--- src/rtl/df_pkg.sv ---
// Shared widths, token and instruction types, and the built-in program.
// Assumes tags index the program table directly.
package df_pkg;
    parameter int TAG_W     = 4;
    parameter int DATA_W    = 8;
    parameter int OPC_W     = 3;
    parameter int NUM_INSTR = 1 << TAG_W;

    typedef logic [TAG_W-1:0]  tag_t;
    typedef logic [DATA_W-1:0] data_t;

    typedef enum logic [OPC_W-1:0] {
        OP_ADD  = 3'd0,
        OP_SUB  = 3'd1,
        OP_AND  = 3'd2,
        OP_OR   = 3'd3,
        OP_XOR  = 3'd4,
        OP_INC  = 3'd5,
        OP_PASS = 3'd6,
        OP_DBL  = 3'd7
    } opcode_t;

    typedef struct packed {
        tag_t  tag;
        logic  port;
        data_t value;
    } token_t;

    typedef struct packed {
        logic vld;
        tag_t tag;
        logic port;
    } dest_t;

    typedef struct packed {
        opcode_t op;
        dest_t   d0;
        dest_t   d1;
    } instr_t;

    // Built-in program entry for one tag.
    function automatic instr_t prog_entry(input tag_t t);
        instr_t r;
        r.op      = opcode_t'(t[OPC_W-1:0]);
        r.d0.vld  = (t != tag_t'(NUM_INSTR - 1));
        r.d0.tag  = t + tag_t'(1);
        r.d0.port = 1'b0;
        r.d1.vld  = t[0] && (t != tag_t'(NUM_INSTR - 1));
        r.d1.tag  = t + tag_t'(3);
        r.d1.port = 1'b1;
        return r;
    endfunction

    // True for opcodes that consume a single operand.
    function automatic logic single_operand(input opcode_t op);
        return (op == OP_INC) || (op == OP_PASS) || (op == OP_DBL);
    endfunction
endpackage

--- src/rtl/df_token_fifo.sv ---
// Token queue: circular buffer with valid/ready on the write side.
// The head is visible combinationally; pop is honoured only when a token is present.
// Assumes DEPTH is a power of two.
module df_token_fifo
    import df_pkg::*;
#(
    parameter int DEPTH = 4
) (
    input  logic   clk,
    input  logic   rst_n,
    input  logic   push_valid,
    output logic   push_ready,
    input  token_t push_tok,
    output logic   head_valid,
    input  logic   pop,
    output token_t head_tok
);
    localparam int PTR_W = (DEPTH > 1) ? $clog2(DEPTH) : 1;
    localparam int CNT_W = $clog2(DEPTH + 1);

    token_t           mem [DEPTH];
    logic [PTR_W-1:0] wr_ptr;
    logic [PTR_W-1:0] rd_ptr;
    logic [CNT_W-1:0] count;
    logic             do_push;
    logic             do_pop;

    assign push_ready = (count != CNT_W'(DEPTH));
    assign head_valid = (count != '0);
    assign head_tok   = mem[rd_ptr];
    assign do_push    = push_valid && push_ready;
    assign do_pop     = pop && head_valid;

    // Pointer and occupancy bookkeeping.
    always_ff @(posedge clk) begin
        if (!rst_n) begin
            wr_ptr <= '0;
            rd_ptr <= '0;
            count  <= '0;
        end else begin
            if (do_push) begin
                wr_ptr <= (wr_ptr == PTR_W'(DEPTH - 1)) ? '0 : wr_ptr + PTR_W'(1);
            end
            if (do_pop) begin
                rd_ptr <= (rd_ptr == PTR_W'(DEPTH - 1)) ? '0 : rd_ptr + PTR_W'(1);
            end
            if (do_push && !do_pop) begin
                count <= count + CNT_W'(1);
            end else if (do_pop && !do_push) begin
                count <= count - CNT_W'(1);
            end
        end
    end

    // Storage write; contents need no reset.
    always_ff @(posedge clk) begin
        if (do_push) begin
            mem[wr_ptr] <= push_tok;
        end
    end
endmodule

--- src/rtl/df_prog_rom.sv ---
// Program store: a fixed table built from the package program function.
// Two independent combinational read ports.
module df_prog_rom
    import df_pkg::*;
(
    input  tag_t   addr_a,
    output instr_t data_a,
    input  tag_t   addr_b,
    output instr_t data_b
);
    instr_t table_q [NUM_INSTR];

    for (genvar i = 0; i < NUM_INSTR; i++) begin : g_entry
        assign table_q[i] = prog_entry(tag_t'(i));
    end

    assign data_a = table_q[addr_a];
    assign data_b = table_q[addr_b];
endmodule

--- src/rtl/df_match_store.sv ---
// Associative matching store and firing decision for the queue head.
// A single-operand head fires directly. A dyadic head either pairs with a held
// token of equal tag (freeing its slot) or takes a free slot. The head stalls if
// it would fire while the execute stage is busy, or needs a slot and none is free.
// Assumes a held token and its partner carry opposite side bits.
module df_match_store
    import df_pkg::*;
#(
    parameter int ENTRIES = 4
) (
    input  logic                     clk,
    input  logic                     rst_n,
    input  logic                     head_valid,
    input  token_t                   head_tok,
    input  logic                     head_single,
    input  logic                     fire_ready,
    output logic                     head_pop,
    output logic                     fire_go,
    output tag_t                     fire_tag,
    output data_t                    fire_left,
    output data_t                    fire_right,
    output logic [ENTRIES-1:0]       held_vld,
    output logic [ENTRIES*TAG_W-1:0] held_tags
);
    localparam int IDX_W = (ENTRIES > 1) ? $clog2(ENTRIES) : 1;

    token_t             slot [ENTRIES];
    logic [ENTRIES-1:0] vld;
    logic [ENTRIES-1:0] hit_vec;
    logic [IDX_W-1:0]   hit_idx;
    logic [IDX_W-1:0]   free_idx;
    logic               hit_any;
    logic               free_any;
    logic               do_insert;
    logic               do_clear;
    token_t             partner;

    for (genvar i = 0; i < ENTRIES; i++) begin : g_cmp
        assign hit_vec[i] = vld[i] && (slot[i].tag == head_tok.tag);
        assign held_tags[i*TAG_W +: TAG_W] = slot[i].tag;
    end
    assign held_vld = vld;

    // Lowest-index hit and lowest-index free slot.
    always_comb begin
        hit_any  = 1'b0;
        free_any = 1'b0;
        hit_idx  = '0;
        free_idx = '0;
        for (int i = ENTRIES - 1; i >= 0; i--) begin
            if (hit_vec[i]) begin
                hit_any = 1'b1;
                hit_idx = IDX_W'(i);
            end
            if (!vld[i]) begin
                free_any = 1'b1;
                free_idx = IDX_W'(i);
            end
        end
    end

    assign partner = slot[hit_idx];

    // Firing, insertion and pop decision for the head token.
    always_comb begin
        fire_go    = 1'b0;
        do_insert  = 1'b0;
        do_clear   = 1'b0;
        fire_tag   = head_tok.tag;
        fire_left  = head_tok.value;
        fire_right = '0;
        if (head_valid) begin
            if (head_single) begin
                fire_go = fire_ready;
            end else if (hit_any) begin
                fire_go  = fire_ready;
                do_clear = fire_ready;
                if (head_tok.port) begin
                    fire_left  = partner.value;
                    fire_right = head_tok.value;
                end else begin
                    fire_right = partner.value;
                end
            end else if (free_any) begin
                do_insert = 1'b1;
            end
        end
        head_pop = fire_go || do_insert;
    end

    // Slot occupancy updates.
    always_ff @(posedge clk) begin
        if (!rst_n) begin
            vld <= '0;
        end else begin
            if (do_clear) begin
                vld[hit_idx] <= 1'b0;
            end
            if (do_insert) begin
                vld[free_idx] <= 1'b1;
            end
        end
    end

    // Slot payload capture on insertion.
    always_ff @(posedge clk) begin
        if (do_insert) begin
            slot[free_idx] <= head_tok;
        end
    end
endmodule

--- src/rtl/df_exec_emit.sv ---
// Execute and token formation. Holds one fired operand set, computes the ALU
// result from the fetched instruction and emits one token per cycle. A second
// destination is emitted on the following cycle, during which the fired stage
// waits. Assumes the instruction input is the entry for fire_tag_o.
module df_exec_emit
    import df_pkg::*;
(
    input  logic   clk,
    input  logic   rst_n,
    input  logic   fire_go,
    input  tag_t   fire_tag,
    input  data_t  fire_left,
    input  data_t  fire_right,
    input  instr_t fire_instr,
    output logic   fire_ready,
    output logic   fire_vld_o,
    output tag_t   fire_tag_o,
    output logic   out_valid,
    output token_t out_tok
);
    logic   fire_vld;
    tag_t   f_tag;
    data_t  f_left;
    data_t  f_right;
    data_t  result;
    logic   take;
    logic   pend_vld;
    dest_t  pend_dest;
    data_t  pend_val;
    logic   em_vld;
    token_t em_tok;

    assign take       = fire_vld && !pend_vld;
    assign fire_ready = !fire_vld || take;
    assign fire_vld_o = fire_vld;
    assign fire_tag_o = f_tag;
    assign out_valid  = em_vld;
    assign out_tok    = em_tok;

    // ALU for the fetched opcode.
    always_comb begin
        unique case (fire_instr.op)
            OP_ADD:  result = f_left + f_right;
            OP_SUB:  result = f_left - f_right;
            OP_AND:  result = f_left & f_right;
            OP_OR:   result = f_left | f_right;
            OP_XOR:  result = f_left ^ f_right;
            OP_INC:  result = f_left + data_t'(1);
            OP_PASS: result = f_left;
            OP_DBL:  result = {f_left[DATA_W-2:0], 1'b0};
            default: result = '0;
        endcase
    end

    // Fired operand register.
    always_ff @(posedge clk) begin
        if (!rst_n) begin
            fire_vld <= 1'b0;
            f_tag    <= '0;
            f_left   <= '0;
            f_right  <= '0;
        end else if (fire_go) begin
            fire_vld <= 1'b1;
            f_tag    <= fire_tag;
            f_left   <= fire_left;
            f_right  <= fire_right;
        end else if (take) begin
            fire_vld <= 1'b0;
        end
    end

    // Result token formation, one token per cycle.
    always_ff @(posedge clk) begin
        if (!rst_n) begin
            em_vld    <= 1'b0;
            em_tok    <= '0;
            pend_vld  <= 1'b0;
            pend_dest <= '0;
            pend_val  <= '0;
        end else if (pend_vld) begin
            em_vld   <= 1'b1;
            em_tok   <= '{tag: pend_dest.tag, port: pend_dest.port, value: pend_val};
            pend_vld <= 1'b0;
        end else if (take) begin
            if (fire_instr.d0.vld) begin
                em_vld    <= 1'b1;
                em_tok    <= '{tag: fire_instr.d0.tag, port: fire_instr.d0.port, value: result};
                pend_vld  <= fire_instr.d1.vld;
                pend_dest <= fire_instr.d1;
                pend_val  <= result;
            end else if (fire_instr.d1.vld) begin
                em_vld <= 1'b1;
                em_tok <= '{tag: fire_instr.d1.tag, port: fire_instr.d1.port, value: result};
            end else begin
                em_vld <= 1'b0;
            end
        end else begin
            em_vld <= 1'b0;
        end
    end
endmodule

--- src/rtl/df_match_unit.sv ---
// Top of the dataflow firing unit: token queue, matching store, program store
// and execute/emit stage. Latency from acceptance to first result is two edges
// after the accepting edge. Outputs carry no ready; the consumer must accept.
module df_match_unit
    import df_pkg::*;
#(
    parameter int FIFO_DEPTH    = 4,
    parameter int STORE_ENTRIES = 4
) (
    input  logic              clk,
    input  logic              rst_n,
    input  logic              in_valid,
    output logic              in_ready,
    input  logic [TAG_W-1:0]  in_tag,
    input  logic              in_port,
    input  logic [DATA_W-1:0] in_value,
    output logic              out_valid,
    output logic [TAG_W-1:0]  out_tag,
    output logic              out_port,
    output logic [DATA_W-1:0] out_value
);
    token_t                         in_tok;
    token_t                         head_tok;
    token_t                         res_tok;
    logic                           head_valid;
    logic                           head_pop;
    instr_t                         head_instr;
    instr_t                         exec_instr;
    logic                           fire_go;
    logic                           fire_ready;
    logic                           fire_vld_o;
    tag_t                           fire_tag;
    tag_t                           fire_tag_o;
    data_t                          fire_left;
    data_t                          fire_right;
    logic [STORE_ENTRIES-1:0]       held_vld;
    logic [STORE_ENTRIES*TAG_W-1:0] held_tags;

    assign in_tok = '{tag: in_tag, port: in_port, value: in_value};

    df_token_fifo #(.DEPTH(FIFO_DEPTH)) u_fifo (
        .clk        (clk),
        .rst_n      (rst_n),
        .push_valid (in_valid),
        .push_ready (in_ready),
        .push_tok   (in_tok),
        .head_valid (head_valid),
        .pop        (head_pop),
        .head_tok   (head_tok)
    );

    df_prog_rom u_rom (
        .addr_a (head_tok.tag),
        .data_a (head_instr),
        .addr_b (fire_tag_o),
        .data_b (exec_instr)
    );

    df_match_store #(.ENTRIES(STORE_ENTRIES)) u_store (
        .clk         (clk),
        .rst_n       (rst_n),
        .head_valid  (head_valid),
        .head_tok    (head_tok),
        .head_single (single_operand(head_instr.op)),
        .fire_ready  (fire_ready),
        .head_pop    (head_pop),
        .fire_go     (fire_go),
        .fire_tag    (fire_tag),
        .fire_left   (fire_left),
        .fire_right  (fire_right),
        .held_vld    (held_vld),
        .held_tags   (held_tags)
    );

    df_exec_emit u_exec (
        .clk        (clk),
        .rst_n      (rst_n),
        .fire_go    (fire_go),
        .fire_tag   (fire_tag),
        .fire_left  (fire_left),
        .fire_right (fire_right),
        .fire_instr (exec_instr),
        .fire_ready (fire_ready),
        .fire_vld_o (fire_vld_o),
        .fire_tag_o (fire_tag_o),
        .out_valid  (out_valid),
        .out_tok    (res_tok)
    );

    assign out_tag   = res_tok.tag;
    assign out_port  = res_tok.port;
    assign out_value = res_tok.value;
endmodule

--- config.mk ---
export PLATFORM = sky130hd
export DESIGN_NAME = df_match_unit
export DESIGN_NICKNAME = d
export VERILOG_FILES = /design/src/rtl/df_pkg.sv /design/src/rtl/df_token_fifo.sv /design/src/rtl/df_prog_rom.sv /design/src/rtl/df_match_store.sv /design/src/rtl/df_exec_emit.sv /design/src/rtl/df_match_unit.sv
export SDC_FILE = /design/constraint.sdc
export NUM_CORES = 1
export LEC_CHECK = 0
export CORE_MARGIN = 1
export CORE_UTILIZATION = 53
export CTS_BUF_LIST = sky130_fd_sc_hd__clkbuf_8
export DETAILED_ROUTE_END_ITERATION = 10
export HOLD_SLACK_MARGIN = 0.06
export PLACE_DENSITY_LB_ADDON = 0.12
export SYNTH_ARGS = -nofsm -noshare
export SYNTH_HDL_FRONTEND = slang
export SYNTH_SLANG_ARGS = --single-unit
--- constraint.sdc ---
create_clock -name clk -period 3.4 [get_ports clk]
set_input_delay 0.68 -clock clk [delete_from_list [all_inputs] [get_ports clk]]
set_output_delay 0.68 -clock clk [all_outputs]
set_load 0.02 [all_outputs]
# ---- Yosys cells after proc, flatten, opt, wreduce, memory -nomap -nowiden
# Memory sizes are Yosys's and may differ from the RTL's. A register that Yosys moved wholly into a read port is not among the register bits.
# Cells that the tools add are included.
dict set report totals {
  word_cells 155
  memories 4
  regBits 60
  mem_bits_ro 480
  mem_bits_rw 104
  out_inout_bits 15
  inputBits 16
}
# memory words word_bits rd rd_ports_with_merged_regs write_ports line
set memory_table {}
lappend memory_table {{(name not given)} 16 15 1 0 0 df_prog_rom.sv:17} ;# assign data_a = table_q[addr_a];
lappend memory_table {{(name not given)} 16 15 1 0 0 df_prog_rom.sv:18} ;# assign data_b = table_q[addr_b];
lappend memory_table {u_fifo.mem 4 13 1 1 1 df_token_fifo.sv:21} ;# token_t mem [DEPTH];
lappend memory_table {u_store.slot 4 13 5 0 1 df_match_store.sv:27} ;# token_t slot [ENTRIES];
dict set report classes {
  n_lt_le_gt_ge 6
  bitwise 12
  mux 65
  addsub 7
  eq_ne 17
  n_reduce_logical 28
}
# cell n
set op_table {}
lappend op_table {{$mux W8} 8}
lappend op_table {{$pmux W8 S8} 1}
lappend op_table {{$mux W15} 4}
lappend op_table {{$mux W13} 4}
lappend op_table {{$mux W1} 29}
lappend op_table {{$mux W2} 12}
lappend op_table {{$eq A3 B3 Y1 const B} 7}
lappend op_table {{$eq A4 B4 Y1} 4}
lappend op_table {{$mux W4} 3}
lappend op_table {{$logic_and A1 B1 Y1} 11}
lappend op_table {{$ge A5 B5 Y1 const B} 2}
lappend op_table {{$not A4 Y5} 2}
lappend op_table {{$add A8 B1 Y8 const B} 1}
lappend op_table {{$add A8 B8 Y8} 1}
lappend op_table {{$and A8 B8 Y8} 1}
lappend op_table {{$or A8 B8 Y8} 1}
lappend op_table {{$sub A8 B8 Y8} 1}
lappend op_table {{$xor A8 B8 Y8} 1}
lappend op_table {{$eq A3 B2 Y1 const B} 2}
lappend op_table {{$lt A2 B3 Y1 const B} 2}
lappend op_table {{$mux W3} 2}
lappend op_table {{$reduce_bool A2 Y1} 3}
lappend op_table {{$reduce_bool A3 Y1} 2}
lappend op_table {{$add A2 B1 Y2 const B} 2}
lappend op_table {{17 further kinds} 29}

# ---- Longest topological paths before layout
# An unclocked memory read counts as a cell.
dict set report logic_depth {
  ltp_word 17
  ltp_mapped 15
  ltp_nobuf 13
}

# ---- By module
# Synthesis repeated with hierarchy kept, for this count alone.
dict set report hier_totals {
  hier_cells 743
  area_unflattened_um2 8540.7
}
# mod n_inst cells_per_inst seq_area_each_um2 area_per_inst_um2
set modules_own_cells {}
lappend modules_own_cells {df_exec_emit 1 354 980.9 3138.0}
lappend modules_own_cells {df_match_store 1 214 1521.5 2616.3}
lappend modules_own_cells {df_token_fifo 1 118 1741.7 2351.0}
lappend modules_own_cells {df_prog_rom 1 56 0.0 427.9}
lappend modules_own_cells {df_match_unit 1 1 0.0 7.5}

# ---- Worst setup path before layout
# No wires, ideal clock.
dict set report synth_timing {
  path_type {reg2reg}
  start {register with a tool-made name}
  end {register u_fifo.count[2]}
  arrival_time_ns 3.415
  t_required_ns 3.329
  path_stages_with_launch 16
  path_slack_ns -0.086
  n_path_buf 3
  synth_period_minus_slack_ns 3.486
  cell_sequence {dfxtp_1 > buf_6 > mux4_2 > buf_4 > xnor2_1 > and4_4 > a2bb2oi_2 > clkbuf_2 > a41oi_2 > a21oi_2 > ha_1 > inv_1 > fa_1 > xor2_1 > or3_1 > a21oi_1}
}
# element line
set synth_rtl {}
lappend synth_rtl {{end signal: assignment} df_token_fifo.sv:48} ;# count <= count + CNT_W'(1);
lappend synth_rtl {{end signal: assignment} df_token_fifo.sv:50} ;# count <= count - CNT_W'(1);
lappend synth_rtl {{end: declaration} df_token_fifo.sv:24} ;# logic [CNT_W-1:0] count;

==> results.cfg <==
[route]
routed_wire_length_per_instance_um = 18.2
vias = 5379
wl_met3_um = 635
vias_per_cell = 5.83
dr.pass1.iters = 7
highest_layer = met4
drt-total-wl_mm = 16.8
drt-initial-drc-count = 416
dr_wl_met2_mm = 8.17
wirelength_met1_mm = 7.57
drc = 0
ant_nets = 0

[final_layout]
diodes = 0
layout_commonest_cell = edfxtp_1
mostFrequentLayoutCells = edfxtp_1 (100), dfxtp_1 (61), nor2_1 (57)
fin_nets = 779
syn_to_final_growth_pct = 12.8
fin_area_um2 = 8950
fill_cells = 1162
finalNonFillerCells = 922
drive_gt1_frac = 0.160
final_util = 0.614

[clocking]
htreeDepth = 4
clkTransAtPathRegs_ns = 0.09
numCtsBuffers = 17
clock_sinks = 162
cts_buffer_depth = 2
cts_tree = built
root_buffer = clkbuf_8
clkLatencyLatePin_ns = 0.47

[logic_synthesis]
muxShareOfSynthArea = 0.0513
synth_simple_gate_area_frac = 0.137
synthAdderAreaFrac = 0.0618
seq_area_frac_synth = 0.535
syn-instance-count = 676
synth_warnings = 0
synth-xor-area-share = 0.0314
ys.flop_type = edfxtp_1
synth_top_family_by_area = compound AO/OA/AOI/OAI gates
ys_async_sr_fraction = 0
yosysUniqueCellTypes = 77
syn_nets = 730
syn-cell-area_um2 = 7930
synth-edff-count = 100
synth_compound_area_frac = 0.143
synth_seq_cells = 162
syn_avg_cell_area_um2 = 11.7

[timing]
period_minus_slack_ns = 3.25
worst_pin_slew_ns = 0.708
hold_viol_final = 0
fmax_mhz = 308
period_share = 0.956
setup_viol = 0
finalMaxSlewViolations = 0
skew_ns = 0.0149
whs_ns = 0.462
slew_headroom = 0.528

[setup_path]
regToRegSetupSlack_ns = 0.15
crit_arrival_ns = 3.65
critical_path.max_fanout = 6
cp-end-kind = flip-flop
path_class = flip-flop to flip-flop
critPathLaunchType = flip-flop
reg2reg_depth = 12
worst_r2r_endpoint = u_fifo.count[2]
cp.required_ns = 3.80

[power]
leakagePower_nw = 3.26
peakVddDrop_mv = 0.422
finalPower_mw = 6.50
power_density_nw_per_um2 = 726
seq_power_share = 0.427
swShare = 0.373
p_comb_frac = 0.368
p_clk_frac = 0.204
p_int_mw = 4.07
switchingPower_mw = 2.43

[hold_path]
worstHoldPathCells = 2
min-delay-start = u_exec.pend_val[2]
holdPathEnd = u_exec.pend_val[2]
hold_path.class = flip-flop to flip-flop

[grt]
gr-total-overflow = 0
grt_pass1_wl_mm = 28.0
grt_pass1_vias = 5545
antenna_found_initial = 0
grtUsageTotal = 0.231
grt_max_degree = 36

[placed_design]
io_buffers = 30
post_dp_cell_area_um2 = 8510
dp.cells = 881
place.gp.congestion = 0.831
hpwl_mm = 12.1

[floorplan]
fp.coreArea_um2 = 14600
die_area_um2 = 15500
die_w_um = 124
die_h_um = 124
io_pins = 31
num_rows = 44
start_util = 0.544

[run]
maxCapViolCount = 0

[status]
status = finished clean
Yosys cell counts, drive strengths merged (3+ instances only):
cell / n / area, um^2
nand2b: 4 / 25.0
a221oi: 6 / 52.6
and2: 8 / 51.3
buf: 16 / 115
or3: 7 / 43.8
nor3: 17 / 96.4
clkbuf: 24 / 91.3
a32oi: 8 / 70.1
ha: 36 / 450
nor4: 4 / 40.0
o31ai: 3 / 36.3
a22oi: 3 / 22.5
a21oi: 39 / 199
mux4: 12 / 270
a211oi: 6 / 45.0
and3: 23 / 179
o221ai: 8 / 70.1
inv: 29 / 109
xor2: 7 / 61.3
nand3: 23 / 115
a2111oi: 8 / 133
o211ai: 4 / 30.0
nor2: 57 / 214
nor2b: 3 / 18.8
nand2: 44 / 165
and4: 10 / 90.1
edfxtp: 100 / 3000
o21ai: 35 / 175
a21o: 3 / 22.5
dfxtp: 62 / 1240
xnor2: 18 / 188
mux2i: 11 / 110
a31oi: 3 / 18.8
worst max-delay path by stage:
stage,from,endpoint,slack (ns),cells past startpoint
finish,flip-flop,u_fifo.count[2],0.15,12
global route,flip-flop,u_fifo.count[2],-0.007,13
CTS,flip-flop,u_fifo.count[2],0.05,12
detailed placement,flip-flop,u_fifo.count[2],-0.04,12
global placement,flip-flop,u_fifo.count[2],0.07,12
floorplan,flip-flop,u_fifo.count[2],0.003,15
through the flow:
stage	setup TNS (ns)	worst slack, ns
final	0	0.148
after detailed placement	-0.0442	-0.0442
after floorplan	0	0.00349
after global routing	-0.00713	-0.00713
after CTS	0	0.0525
after global placement	0	0.0707
critical path, cell delays in order, from the launching register on:
cell,delay [ns]
dfxtp_2,0.40
mux4_2,0.65
xnor2_1,0.17
and4_4,0.21
a2bb2oi_4,0.16
a41oi_2,0.16
a21oi_2,0.17
ha_1,0.20
inv_1,0.06
fa_1,0.37
xor2_1,0.18
or3_1,0.31
a21oi_1,0.13
state kept, by name (all words and copies together), names as in the netlist, named ones only:
name / count
u_exec.out_tok: 13
u_exec.pend_dest: 5
u_fifo.mem: 52
u_exec.f_left: 8
u_exec.f_right: 8
u_store.held_vld: 4
u_exec.pend_vld: 1
u_fifo.rd_ptr: 2
u_store.slot: 48
u_fifo.count: 3
u_exec.pend_val: 8
u_fifo.wr_ptr: 2
u_exec.fire_tag_o: 4
u_exec.out_valid: 1
u_exec.fire_vld_o: 1
what timing repair did:
| action | CTS | global route |
|---|---|---|
| hold buffers | 0 | 0 |
| setup endpoints to repair | 1 | 2 |
| buffers inserted | 7 | 2 |
| resized for setup | 1 | 1 |
area by class of cell:
cell class                      instances  area, um^2  area share
Inverter                               31         116      0.0130
Timing Repair Buffer                   70         601      0.0671
Tap cell                              184         230      0.0257
Clock inverter                         15         136      0.0152
Sequential cell                       162        4250       0.474
Clock buffer                           17         234      0.0261
Multi-Input combinational cell        443        3390       0.379
logic make-up (layout without fill, tap and decap cells):
kind of cell / after synthesis / after routing
AOI/OAI and AO/OA: 150 / 150
buffers and inverters: 71 / 133
muxes: 25 / 25
xor gates and xnor gates: 25 / 25
adders and majority gates: 38 / 38
and+or+nand+nor: 205 / 205
DFF: 162 / 162
per-layer routing:
metal,GRT usage,up-vias
met5,0,-
met1,0.295,2595
met2,0.384,112
met4,0.0936,0
li1,-,2640
met3,0.0460,32
power groups by stage:
stage	clock, mW	combinational, mW	sequential, mW
2_1_floorplan	0	1.66	2.78
3_3_place_gp	0	2.25	2.80
3_5_place_dp	0	2.31	2.82
4_1_cts	1.35	2.38	2.78
5_1_grt	1.42	2.65	2.82
6_report	1.33	2.39	2.78
Note: power is estimated with default switching activity, not from simulation.
